File: src/rtl/gdma_pkg.sv
package gdma_pkg;
   localparam int BYTE_W = 8;
   localparam int LANES  = 2;
   localparam int WORD_W = BYTE_W * LANES;

   typedef enum logic [1:0] {
      XT_WORD = 2'd0,
      XT_BAD  = 2'd1,
      XT_LOW  = 2'd2,
      XT_HIGH = 2'd3
   } xtype_e;

   typedef enum logic [1:0] {
      OP_REPL = 2'd0,
      OP_XOR  = 2'd1,
      OP_CLR  = 2'd2,
      OP_SET  = 2'd3
   } mop_e;

   // step encoding: 2'b01 = +1, 2'b11 = -1, 2'b00 = none
   function automatic logic [1:0] dir_dx(input logic [2:0] d);
      case (d)
         3'd1, 3'd2, 3'd3: dir_dx = 2'b01;
         3'd5, 3'd6, 3'd7: dir_dx = 2'b11;
         default:          dir_dx = 2'b00;
      endcase
   endfunction

   function automatic logic [1:0] dir_dy(input logic [2:0] d);
      case (d)
         3'd0, 3'd1, 3'd7: dir_dy = 2'b01;
         3'd3, 3'd4, 3'd5: dir_dy = 2'b11;
         default:          dir_dy = 2'b00;
      endcase
   endfunction
endpackage

File: src/rtl/gdma_modify.sv
module gdma_modify
   import gdma_pkg::*;
(
   input  mop_e              op,
   input  logic [WORD_W-1:0] old_w,
   input  logic [WORD_W-1:0] data_w,
   input  logic [LANES-1:0]  lane_en,
   output logic [WORD_W-1:0] new_w
);
   for (genvar g = 0; g < LANES; g++) begin : g_lane
      logic [BYTE_W-1:0] o, dd, r;
      assign o  = old_w[g*BYTE_W +: BYTE_W];
      assign dd = data_w[g*BYTE_W +: BYTE_W];
      always_comb begin
         case (op)
            OP_REPL: r = dd;
            OP_XOR:  r = o ^ dd;
            OP_CLR:  r = o & ~dd;
            default: r = o | dd;
         endcase
      end
      assign new_w[g*BYTE_W +: BYTE_W] = lane_en[g] ? r : o;
   end
endmodule

File: src/rtl/gdma_addr.sv
module gdma_addr
   import gdma_pkg::*;
#(
   parameter int ADDR_W  = 18,
   parameter int PITCH_W = 8
) (
   input  logic               clk,
   input  logic               rst_n,
   input  logic               load,
   input  logic [ADDR_W-1:0]  load_addr,
   input  logic [2:0]         load_dir,
   input  logic [PITCH_W-1:0] load_pitch,
   input  logic               step,
   output logic [ADDR_W-1:0]  addr
);
   if (PITCH_W >= ADDR_W) begin : g_bad_pitch
      $error("gdma_addr: PITCH_W must be narrower than ADDR_W");
   end

   logic [2:0]         dir_q;
   logic [PITCH_W-1:0] pitch_q;
   logic [ADDR_W-1:0]  pw, xs, ys;

   assign pw = ADDR_W'(pitch_q);

   always_comb begin
      case (dir_dx(dir_q))
         2'b01:   xs = ADDR_W'(1);
         2'b11:   xs = '1;
         default: xs = '0;
      endcase
      case (dir_dy(dir_q))
         2'b01:   ys = pw;
         2'b11:   ys = '0 - pw;
         default: ys = '0;
      endcase
   end

   always_ff @(posedge clk) begin
      if (!rst_n) begin
         addr    <= '0;
         dir_q   <= '0;
         pitch_q <= '0;
      end else if (load) begin
         addr    <= load_addr;
         dir_q   <= load_dir;
         pitch_q <= load_pitch;
      end else if (step) begin
         addr <= addr + xs + ys;
      end
   end

   // address moves only on a load or a word step
   a_r10_addr_hold: assert property (@(posedge clk) disable iff (!rst_n)
      !load && !step |=> $stable(addr));
endmodule

File: src/rtl/gdma_cmd.sv
module gdma_cmd
   import gdma_pkg::*;
#(
   parameter int DC_W  = 14,
   parameter int D_W   = 14,
   parameter int CNT_W = DC_W + D_W + 2
) (
   input  logic             clk,
   input  logic             rst_n,
   input  logic             cmd_valid,
   input  logic             cmd_write,
   input  logic [7:0]       cmd_code,
   input  logic [DC_W-1:0]  dc,
   input  logic [D_W-1:0]   d,
   input  logic             beat,
   output logic             busy,
   output logic             is_write,
   output xtype_e           xtype,
   output mop_e             mop,
   output logic [CNT_W-1:0] remain,
   output logic             load,
   output logic             fig_clr
);
   if (CNT_W < DC_W + D_W + 2) begin : g_bad_cnt
      $error("gdma_cmd: CNT_W too narrow for the transfer length");
   end

   logic             accept, bad;
   logic [DC_W:0]    nwords;
   logic [D_W:0]     per_word;
   logic [CNT_W-1:0] len;
   logic             unused_code;

   assign unused_code = ^{cmd_code[7:5], cmd_code[2]};
   assign accept   = cmd_valid & ~busy;
   assign bad      = (xtype_e'(cmd_code[4:3]) == XT_BAD);
   assign load     = accept & ~bad;
   assign nwords   = {1'b0, dc} + 1'b1;
   assign per_word = {1'b0, d} + (cmd_write ? (D_W+1)'(1) : (D_W+1)'(2));
   assign len      = CNT_W'(nwords) * CNT_W'(per_word);

   always_ff @(posedge clk) begin
      if (!rst_n) begin
         busy     <= 1'b0;
         is_write <= 1'b0;
         xtype    <= XT_WORD;
         mop      <= OP_REPL;
         remain   <= '0;
         fig_clr  <= 1'b0;
      end else begin
         fig_clr <= 1'b0;
         if (load) begin
            busy     <= 1'b1;
            is_write <= cmd_write;
            xtype    <= xtype_e'(cmd_code[4:3]);
            mop      <= mop_e'(cmd_code[1:0]);
            remain   <= len;
         end else if (accept && bad) begin
            fig_clr <= 1'b1;
         end else if (beat) begin
            remain <= remain - 1'b1;
            if (remain == CNT_W'(1)) begin
               busy    <= 1'b0;
               fig_clr <= 1'b1;
            end
         end
      end
   end

   // a running transfer always has bytes left
   a_r2_remain_live: assert property (@(posedge clk) disable iff (!rst_n)
      busy |-> remain != '0);
   // busy state and count hold between strobes
   a_r3_hold_busy: assert property (@(posedge clk) disable iff (!rst_n)
      busy && !beat |=> busy && $stable(remain));
   // the end of a transfer comes with the parameter-reset pulse
   a_r4_clr_on_end: assert property (@(posedge clk) disable iff (!rst_n)
      $fell(busy) |-> fig_clr);
   // an invalid type never starts a transfer
   a_r1_bad_no_start: assert property (@(posedge clk) disable iff (!rst_n)
      accept && bad |=> !busy);
endmodule

File: src/rtl/gdma_xfer.sv
module gdma_xfer
   import gdma_pkg::*;
#(
   parameter int ADDR_W  = 18,
   parameter int DC_W    = 14,
   parameter int D_W     = 14,
   parameter int PITCH_W = 8
) (
   input  logic               clk,
   input  logic               rst_n,
   input  logic               cmd_valid,
   input  logic               cmd_write,
   input  logic [7:0]         cmd_code,
   input  logic [DC_W-1:0]    fig_dc,
   input  logic [D_W-1:0]     fig_d,
   input  logic [ADDR_W-1:0]  start_addr,
   input  logic [2:0]         dir,
   input  logic [PITCH_W-1:0] pitch,
   input  logic [15:0]        wmask,
   output logic               dma_req,
   input  logic               dma_ack,
   input  logic [7:0]         dma_wbyte,
   output logic [7:0]         dma_rbyte,
   output logic               fig_clr,
   output logic [ADDR_W-1:0]  mem_addr,
   output logic               mem_rd,
   input  logic [15:0]        mem_rdata,
   output logic               mem_we,
   output logic [15:0]        mem_wdata
);
   localparam int CNT_W = DC_W + D_W + 2;

   if (WORD_W != 16 || ADDR_W < 2 || DC_W < 1 || D_W < 1) begin : g_bad_cfg
      $error("gdma_xfer: unsupported parameter set");
   end

   logic              busy, is_write, load, beat, wordacc;
   xtype_e            xtype;
   mop_e              mop;
   logic [CNT_W-1:0]  remain;
   logic [LANES-1:0]  lanes;
   logic [WORD_W-1:0] mask_q, held_q, data_w;
   logic [BYTE_W-1:0] lo_q, rbyte_q;

   gdma_cmd #(.DC_W(DC_W), .D_W(D_W), .CNT_W(CNT_W)) cmd_i (
      .clk(clk), .rst_n(rst_n), .cmd_valid(cmd_valid), .cmd_write(cmd_write),
      .cmd_code(cmd_code), .dc(fig_dc), .d(fig_d), .beat(beat),
      .busy(busy), .is_write(is_write), .xtype(xtype), .mop(mop),
      .remain(remain), .load(load), .fig_clr(fig_clr)
   );

   gdma_addr #(.ADDR_W(ADDR_W), .PITCH_W(PITCH_W)) addr_i (
      .clk(clk), .rst_n(rst_n), .load(load), .load_addr(start_addr),
      .load_dir(dir), .load_pitch(pitch), .step(beat & wordacc),
      .addr(mem_addr)
   );

   assign beat = busy & dma_ack;

   // word access: byte types always, word type by parity of the remaining count
   always_comb begin
      case (xtype)
         XT_WORD: begin wordacc = is_write ? remain[0] : ~remain[0]; lanes = 2'b11; end
         XT_LOW:  begin wordacc = 1'b1; lanes = 2'b01; end
         XT_HIGH: begin wordacc = 1'b1; lanes = 2'b10; end
         default: begin wordacc = 1'b0; lanes = 2'b00; end
      endcase
      case (xtype)
         XT_WORD: data_w = {dma_wbyte, lo_q} & mask_q;
         XT_LOW:  data_w = {8'h00, dma_wbyte} & mask_q;
         default: data_w = {dma_wbyte, 8'h00} & mask_q;
      endcase
   end

   gdma_modify mod_i (
      .op(mop), .old_w(mem_rdata), .data_w(data_w), .lane_en(lanes),
      .new_w(mem_wdata)
   );

   assign mem_rd    = beat & wordacc;
   assign mem_we    = beat & wordacc & is_write;
   assign dma_req   = busy;
   assign dma_rbyte = rbyte_q;

   always_ff @(posedge clk) begin
      if (!rst_n) begin
         mask_q  <= '0;
         held_q  <= '0;
         lo_q    <= '0;
         rbyte_q <= '0;
      end else begin
         if (load) mask_q <= wmask;
         if (beat && !is_write) begin
            if (wordacc) begin
               held_q  <= mem_rdata;
               rbyte_q <= (xtype == XT_HIGH) ? mem_rdata[15:8] : mem_rdata[7:0];
            end else begin
               rbyte_q <= held_q[15:8];
            end
         end
         if (beat && is_write && !wordacc) lo_q <= dma_wbyte;
      end
   end

   // no memory traffic while idle
   a_r11_idle_quiet: assert property (@(posedge clk) disable iff (!rst_n)
      !dma_req |-> !mem_rd && !mem_we);
   // returned byte frozen while idle
   a_r11_rbyte_idle: assert property (@(posedge clk) disable iff (!rst_n)
      !dma_req |=> $stable(dma_rbyte));
   // every write is a read-modify-write of the same word
   a_r12_we_has_rd: assert property (@(posedge clk) disable iff (!rst_n)
      mem_we |-> mem_rd);
endmodule

File: config.mk
export PLATFORM = sky130hd
export DESIGN_NAME = gdma_xfer
export DESIGN_NICKNAME = d
export VERILOG_FILES = /design/src/rtl/gdma_pkg.sv /design/src/rtl/gdma_modify.sv /design/src/rtl/gdma_addr.sv /design/src/rtl/gdma_cmd.sv /design/src/rtl/gdma_xfer.sv
export SDC_FILE = /design/constraint.sdc
export NUM_CORES = 1
export LEC_CHECK = 0
export BUFFER_PORTS_ARGS = -buffer_cell sky130_fd_sc_hd__buf_2
export CORE_MARGIN = 1
export CORE_UTILIZATION = 55
export DETAILED_ROUTE_END_ITERATION = 16
export HOLD_SLACK_MARGIN = 0.02
export PLACE_DENSITY = 0.77
export SETUP_SLACK_MARGIN = 0.3
export SYNTH_ARGS = -nofsm -noshare
export SYNTH_HDL_FRONTEND = slang
export SYNTH_SLANG_ARGS = --single-unit
export TNS_END_PERCENT = 100
File: constraint.sdc
create_clock -name clk -period 10.72 [get_ports clk]
set_clock_uncertainty 0.2 [all_clocks]
set_input_delay 2.68 -clock clk [delete_from_list [all_inputs] [get_ports clk]]
set_output_delay 2.68 -clock clk [all_outputs]
set_load 0.02 [all_outputs]
; Yosys cells after proc, flatten, opt, wreduce, memory -nomap -nowiden
; Index checks and enable logic that the tools add are counted.
[op_classes]
add_sub_neg = 6
n_mul = 1
eq_ne = 18
mux = 27
n_bitwise = 20
reduce_logical = 21
[op_table]
columns = cell, count
row1 = 2-to-1 mux 30 bit, 3
row2 = one-hot mux 18 bit (2 select lines), 2
row3 = one-hot mux 8 bit (3 select lines), 2
row4 = adder 18 bit, 2
row5 = 2-to-1 mux 18 bit, 2
row6 = AND 16 bit, 2
row7 = 2-to-1 mux 8 bit, 4
row8 = one-hot mux 16 bit (2 select lines), 1
row9 = "equality test 30 x 1 -> 1 bit, second input constant", 1
row10 = multiplier 15 x 15 -> 30 bit, 1
row11 = "subtractor 30 x 1 -> 30 bit, second input constant", 1
row12 = AND 8 x 16 -> 16 bit, 1
row13 = AND 8 bit, 2
row14 = NOT 8 bit, 2
row15 = bitwise OR 8 bit, 2
row16 = bitwise XOR 8 bit, 2
row17 = "adder 14 x 1 -> 15 bit, second input constant", 1
row18 = adder 14 x 15 -> 15 bit, 1
row19 = "equality test 3 bit, second input constant", 4
row20 = OR reduction 3 bit, 4
row21 = "equality test 2 bit, second input constant", 5
row22 = "subtractor 1 x 8 -> 9 bit, first input constant", 1
row23 = "equality test 2 x 1 -> 1 bit, second input constant", 4
row24 = 2-to-1 mux 1 bit, 8
row25 = 17 further kinds, 35
[totals]
reg_bits = 114
input_bits = 110
out_inout_bits = 46
word_cells = 106

; Logic depth before layout (Yosys ltp)
; Gate-level depths: netlist of run 1.
[logic_depth]
word_depth = 9
depth_mapped = 29
ltp_nobuf = 28

; Modules after synthesis
; A second synthesis of run 1 with hierarchy kept.
[unflattened]
cells_unflattened = 1888
hier_area_um2 = 15872.7
[by_module_without_submodules]
columns = module, n_inst, cells_per_inst, area_each_um2, seq_area_each_um2
row1 = gdma_cmd, 1, 1184, 9855.7, 740.7
row2 = gdma_addr, 1, 316, 2673.8, 580.6
row3 = gdma_xfer, 1, 223, 2009.4, 800.8
row4 = gdma_modify, 1, 165, 1333.8, 0.0

; Worst setup path after synthesis of run 1
; OpenSTA, ideal clock, no wires.
[synth_timing]
path_type = input port to flip-flop
start = in cmd_write
end = reg cmd_i.remain[28]
setup_time_ns = 0.118
t_arrival_ns = 9.501
t_required_ns = 10.402
setup_slack_ns = 0.902
path_stages = 27
path_buffers = 1
cell_sequence = ha_1 -> inv_1 -> fa_1 -> nor2_1 -> and3_1 -> and3_1 -> xor2_1 -> nand2_1 -> fa_1 -> inv_1 -> fa_1 -> fa_1 -> fa_1 -> fa_1 -> inv_1 -> fa_1 -> inv_1 -> ha_1 -> clkbuf_1 -> a21oi_1 -> nand2_1 -> a31oi_1 -> o21ai_0 -> a31o_2 -> a31o_1 -> a2111o_1 -> o2111a_1
[synth_via]
elab_chain_cells = 4
[synth_rtl]
columns = item, line_no
row1 = from (decl), gdma_xfer.sv:12  ; input logic cmd_write,
row2 = 2-to-1 mux 2 bit, gdma_cmd.sv:39  ; assign per_word = {1'b0, d} + (cmd_write ? (D_W+1)'(1) : (D_W+1)'(2));
row3 = adder 14 x 15 -> 15 bit, gdma_cmd.sv:39
row4 = multiplier 15 x 15 -> 30 bit, gdma_cmd.sv:40  ; assign len = CNT_W'(nwords) * CNT_W'(per_word);
row5 = 2-to-1 mux 30 bit, gdma_cmd.sv:52  ; if (load) begin
row6 = to (signal assigned), gdma_cmd.sv:57  ; remain <= len;
row7 = to (signal assigned), gdma_cmd.sv:61  ; remain <= remain - 1'b1;
row8 = to (decl), gdma_cmd.sv:20  ; output logic [CNT_W-1:0] remain,
; No other way between the ends.
; A chain may end at the register's enable or synchronous reset.

; Worst setup path in the final report of run 1
; Ends and elaborated chain as after synthesis.

==> results.cfg, run 1 <==
[status]
status = finished clean

[routing]
num_vias = 13800
final_antenna_net_count = 0
drt_first_pass_iters = 5
drt_first_iter_violations = 890
vias_per_cell = 5.61
drc = 0
wirelength_um = 40000
routedWlPerCell_um = 16.3

[floorplan]
io_pins = 156
rows = 60
start_util = 0.563
die_x_um = 169
die_h_um = 169
coreArea_sq_um = 27100
die_area_sq_um = 28400

[synth]
ys_seq_area_frac = 0.139
synthCells = 1945
synth_ff_type = dfxtp_1
yosysTopAreaCell = fa_1
synth_edf_count = 0
ys_ff_latch = 106
synth_top_area_frac = 0.244
ys_warn_count = 0
synthTopCellsByArea = fa_1 24%, dfxtp_1 14%, ha_1 13%, nand2_1 7.6%, inv_1 6.5%
synth_nets = 2394
syn_area_sq_um = 15300
ys_types = 71
syn_area_per_cell_sq_um = 7.85
async_flop_share = 0

[worst_setup_path]
cp-start-kind = input pin
worst-setup-path-type = input pin to flop
critPathMaxFanout = 8
r2r_start = addr_i.dir_q[1]
worstSetupStartpoint = cmd_write
required_ps = 10770
endpoint_kind = flop
crit_path_frequent_cell = inv_1
critPathMaxStageDelay_ps = 700
cp.arrival_ps = 10060
cpMaxStageDelayCell = xnor2_1

[final_layout]
area_growth_pct = 10.9
multi_input_area_sq_um = 11900
layout_commonest_cell = nand2_1
regArea_sq_um = 2120
drive_above_1_share = 0.115
fill_cells = 2362
layout_common_cells = 309 x nand2_1, 266 x inv_1, 210 x nor2_1, 186 x fa_1, 153 x ha_1
fin_nets = 2528

[cts]
clock_latency_ps = 350
root_buffer = clkbuf_16
cts_tree = built
post_cts_buffers = 0
cts.sink_count = 106
clk_path_buf_depth = 2
cts_hold_buffers = 0
path_clk_slew_ps = 80
cts_max_level = 3
cts_made_buffers = 9

[placed_design]
place_ws_ps = 331
gp_congestion = 0.917
dp_hpwl_um = 32200
io_buffers = 151

[sta]
rsz0062_at_grt = false
setup_viol = 0
period_minus_slack_ps = 10010
finalSetupTns_ps = 0
fmax_mhz = 99.9
tightest_slew_ps = 958
worst_slack_ps = 712
slew_viol_final = 0
finalCritPeriodShare = 0.934
slew_headroom = 0.361
hold_viol = 0

[global_routing]
grt_use_total = 0.293
antenna_found_initial = 1
grt_max_degree = 80
grt.overflow.total = 0
grt_pass1_wl_um = 67300
first_global_vias = 13800

[worst_hold_path]
hold_start = mask_q[9]
hold_path_class = flop to flop

[flow_run]
cap_violations = 0

[power]
p_leak_nw = 8.26
ir_drop_v = 0.000294
pwr_density_cell_nw_per_um2 = 281
[routing by layer]
layer | up-vias | share of wire | track usage
met2 | 542 | 0.48 | 0.510
met5 | - | 0 | 0
met4 | 0 | 0.033 | 0.106
met1 | 6563 | 0.41 | 0.371
met3 | 96 | 0.072 | 0.0433
li1 | 6585 | - | -
[cells in the mapped netlist (10+ instances only)]
| cell | number |
|---|---|
| a31oi_1 | 11 |
| and3_1 | 13 |
| clkbuf_1 | 68 |
| o21a_1 | 10 |
| dfxtp_1 | 106 |
| nor3_1 | 13 |
| a211oi_1 | 25 |
| inv_1 | 266 |
| xor2_1 | 40 |
| ha_1 | 153 |
| a21o_1 | 16 |
| and2_1 | 22 |
| mux2i_1 | 25 |
| nor2_1 | 211 |
| o21ai_0 | 110 |
| nand2b_1 | 13 |
| nor2b_1 | 10 |
| nand3_1 | 35 |
| fa_1 | 186 |
| a21oi_1 | 120 |
| xnor2_1 | 53 |
| nand2_1 | 309 |
[timing repair]
item	in CTS	in global routing
gates resized for setup	0	4
endpoints found under the hold margin	0	0
endpoints found under the setup margin	0	6
[worst max-delay path, delay by kind of cell]
family	cells	cell delay (ps)
AO/OA/AOI/OAI	6	1380
buffers and inverters	8	600
AND/OR/NAND/NOR	4	870
XOR/XNOR	1	700
adder cells (fa/ha/maj)	8	3830
[cells by family after synthesis]
| logic type | share of synthesized area |
|---|---|
| multiplexers | 0.0171 |
| flip-flops | 0.139 |
| XOR/XNOR | 0.0534 |
| AND/OR/NAND/NOR | 0.188 |
| AO/OA/AOI/OAI | 0.148 |
| buffers and inverters | 0.0847 |
| adder cells (fa/ha/maj) | 0.369 |
[metrics by stage]
stage	hold slack, ps	std cells	power (W)	instance area (sq um)	utilization
after floorplan	237	1945	0.00338	15300	-
after global placement	242	2440	0.00424	16600	0.612
after detailed placement	249	2440	0.00431	16600	0.612
after CTS	260	2456	0.00472	16900	0.624
after global routing	279	2456	0.00529	16900	0.624
final	258	2457	0.00475	16900	0.624
[layout make-up]
| cell class | count | area share |
|---|---|---|
| Antenna cell | 1 | 0.000148 |
| Clock buffer | 9 | 0.0133 |
| Clock inverter | 7 | 0.00599 |
| Inverter | 267 | 0.0592 |
| Multi-Input combinational cell | 1495 | 0.701 |
| Sequential cell | 106 | 0.125 |
| Tap cell | 372 | 0.0275 |
| Timing Repair Buffer | 200 | 0.0671 |
[registers in the layout, indices dropped and copies added, names as in the netlist]
name and cells:
cmd_i.xtype 2, cmd_i.fig_clr 1, addr_i.pitch_q 8, lo_q 8
cmd_i.is_write 1, held_q 8, mask_q 16, addr_i.dir_q 3
cmd_i.busy 1, addr_i.addr 18, dma_rbyte 8, cmd_i.mop 2
cmd_i.remain 30
[final timing paths]
check,cells after the start,endpoint,slack [ps]
setup reg to reg,13,addr_i.addr[16],5690
hold / removal,2,mask_q[9],260
hold reg to reg,2,mask_q[9],260
setup / recovery,27,cmd_i.remain[28],710
[power breakdown]
part | switching, W | internal [W]
sequential | 0.0000554 | 0.000446
combinational | 0.00231 | 0.00157
clock | 0.000158 | 0.000207
total | 0.00252 | 0.00223
(Power assumes the default switching activity.)
==> inputs of run 2 (changes only) <==
- ABC_AREA: default -> 1
- CTS_CLUSTER_DIAMETER: default -> 40
- SKIP_CTS_REPAIR_TIMING: default -> 1
==> run 2 against run 1 <==
Against the previous run: routed wire length rose by 7.8%; combinational power increased by 3%; die area grew 5.4%; utilization down 1.8 points; worst setup slack improved by 190 ps; first-iteration DRC count increased by 48%; cell count increased by 16%; sequential share of layout area down 0.38 points; count of clock-buffer cells in the layout did not move; sequential power is 1% lower; design area is 3.1% higher; highest routed layer unchanged.
==> results.cfg, run 2 <==
[status]
status = finished clean

[synth]
synth_xor_area_frac = 0.0180
async_flop_share = 0
syn_area_sq_um = 16100
ys_top_cells_by_count = 505 x nand2_1, 464 x inv_1, 287 x nor2_1
synth_top_area_frac = 0.231
synthAdderAreaFrac = 0.350
synth_nets = 2795
synthTopCellsByArea = fa_1 23%, dfxtp_1 13%, ha_1 12%, nand2_1 12%, inv_1 11%
yosysMostFrequentCell = nand2_1
syn_area_per_cell_sq_um = 6.86
ys_warn_count = 0
synth_edf_count = 0
yosysTopAreaCell = fa_1
synth_top_family_by_area = adder cells
ys_types = 49
synth_ff_type = dfxtp_1
ys_seq_area_frac = 0.132
synthCells = 2346
yosys.area_share.simple = 0.254
synth_compound_area_frac = 0.118
ys_ff_latch = 106
yosys-mux-area-fraction = 0

[cts]
clock_latency_ps = 360
clk_path_buf_depth = 2
cts_made_buffers = 9
cts.sink_count = 106
cts_tree = built
path_clk_slew_ps = 80
cts_max_level = 3
root_buffer = clkbuf_16

[sta]
period_minus_slack_ps = 9820
slew_viol_final = 0
finalSetupTns_ps = 0
fmax_mhz = 102
setup_viol = 0
whs_ps = 265
slew_headroom = 0.381
worst_slack_ps = 904
tightest_slew_ps = 926
finalCritPeriodShare = 0.916
hold_viol = 0
rsz0062_at_grt = false

[flow_run]
cap_violations = 0

[floorplan]
coreArea_sq_um = 28800
die_area_sq_um = 29900
start_util = 0.559
rows = 62
die_h_um = 173
io_pins = 156
die_x_um = 173

[placed_design]
gp_congestion = 0.933
dp_hpwl_um = 34700
io_buffers = 151
place_area_sq_um = 17100
place_ws_ps = 544

[worst_setup_path]
cpMaxStageDelayCell = fa_1
worst-setup-path-type = input pin to flop
cp.arrival_ps = 9880
r2r-end = addr_i.addr[11]
path_delay_family = adder cells
critPathMaxFanout = 10
critPathMaxStageDelay_ps = 560
endpoint_kind = flop
cp-start-kind = input pin
r2r_slack_ps = 6610
r2r_start = addr_i.dir_q[0]
crit_path_frequent_cell = nand2_1
worstSetupStartpoint = cmd_write
reg2regPathDepth = 16
cp.depth = 34
crit_end = cmd_i.remain[29]
required_ps = 10780
crit_buf_inv = 8

[global_routing]
grt_max_degree = 80
first_global_vias = 15100
grt.overflow.total = 0
grt_use_total = 0.295
antenna_found_initial = 0
grt_pass1_wl_um = 72400

[routing]
drt_first_iter_violations = 1319
drt_first_pass_iters = 5
final_antenna_net_count = 0
wirelength_um = 43100
routedWlPerCell_um = 15.1
num_vias = 15400
vias_per_cell = 5.43
drc = 0

[final_layout]
area_growth_pct = 8.45
drive_above_1_share = 0.0881
layout_commonest_cell = nand2_1
diodes = 0
layout_common_cells = 504 x nand2_1, 464 x inv_1, 287 x nor2_1, 186 x fa_1, 153 x ha_1
stdcell_area_sq_um = 17500
fin_nets = 2906
fill_cells = 2718
top_register = cmd_i.remain
reg.largest.list = cmd_i.remain: 30 flops, addr_i.addr: 18 flops, mask_q: 16 flops
largest_reg_flops = 30

[power]
p_leak_nw = 9.38
ir_drop_v = 0.000289
finalPower_w = 0.00484
pwr_density_cell_nw_per_um2 = 278

[worst_hold_path]
hold_start = held_q[12]
hold_path_class = flop to flop
[run 2: cell count changes in the layout (fill, tap and decap cells not counted), moves of 13 or more]
cell / previous run / this run
nor2_1: 210 / 287
a211oi_1: 25 / 7
nand2_1: 309 / 504
and2_1: 22 / 2
xnor2_1: 53 / 11
nand2b_1: 13 / 0
o21ai_0: 109 / 147
inv_1: 266 / 464
a21o_1: 16 / 0
o211ai_1: 8 / 32
buf_4: 48 / 7
xor2_1: 40 / 17
mux2i_1: 25 / 0
nand3_1: 35 / 118
[run 2: worst min-delay path by stage]
stage	endpoint	slack (ps)	cells after the start
finish	held_q[12]	260	2
CTS	held_q[12]	270	2
global placement	held_q[15]	250	2
global route	held_q[13]	290	2
detailed placement	held_q[12]	250	2
floorplan	held_q[10]	240	2
[run 2: layout make-up]
class | instances | area (sq um) | share of cell area
multi-input combinational | 1699 | 11900 | 0.683
sequential | 106 | 2120 | 0.122
inverter | 483 | 1820 | 0.104
timing repair buffer | 158 | 808 | 0.0463
tap | 384 | 480 | 0.0275
clock buffer | 9 | 225 | 0.0129
clock inverter | 7 | 76.3 | 0.00437
[run 2: power breakdown]
group | leakage (nW) | internal (W) | switching (W)
sequential | 0.871 | 0.000446 | 0.0000501
combinational | 8.36 | 0.00137 | 0.00263
clock | 0.150 | 0.000168 | 0.000178
[run 2: cells by family after synthesis]
logic type      after synthesis
simple gates                988
buf+inv                     541
compound gates              342
fa+ha+maj                   339
flops                       106
xor+xnor                     30
[run 2: tightest hold or removal path: stages, from the launching register on]
cell and delay [ps]:
dfxtp_1 310, nand2_1 60, a21oi_1 50
[run 2: through the flow]
stage          std cells  utilization
2_1_floorplan       2346            -
3_3_place_gp        2830        0.596
3_5_place_dp        2830        0.596
4_1_cts             2846        0.606
5_1_grt             2846        0.606
6_report            2846        0.606
[run 2: metal layers]
metal,vias to the layer above,track usage,part of all wire
met5,-,0,0
met4,0,0.0800,0.024
met3,78,0.0457,0.072
met2,571,0.484,0.46
met1,7280,0.404,0.44
li1,7512,-,-
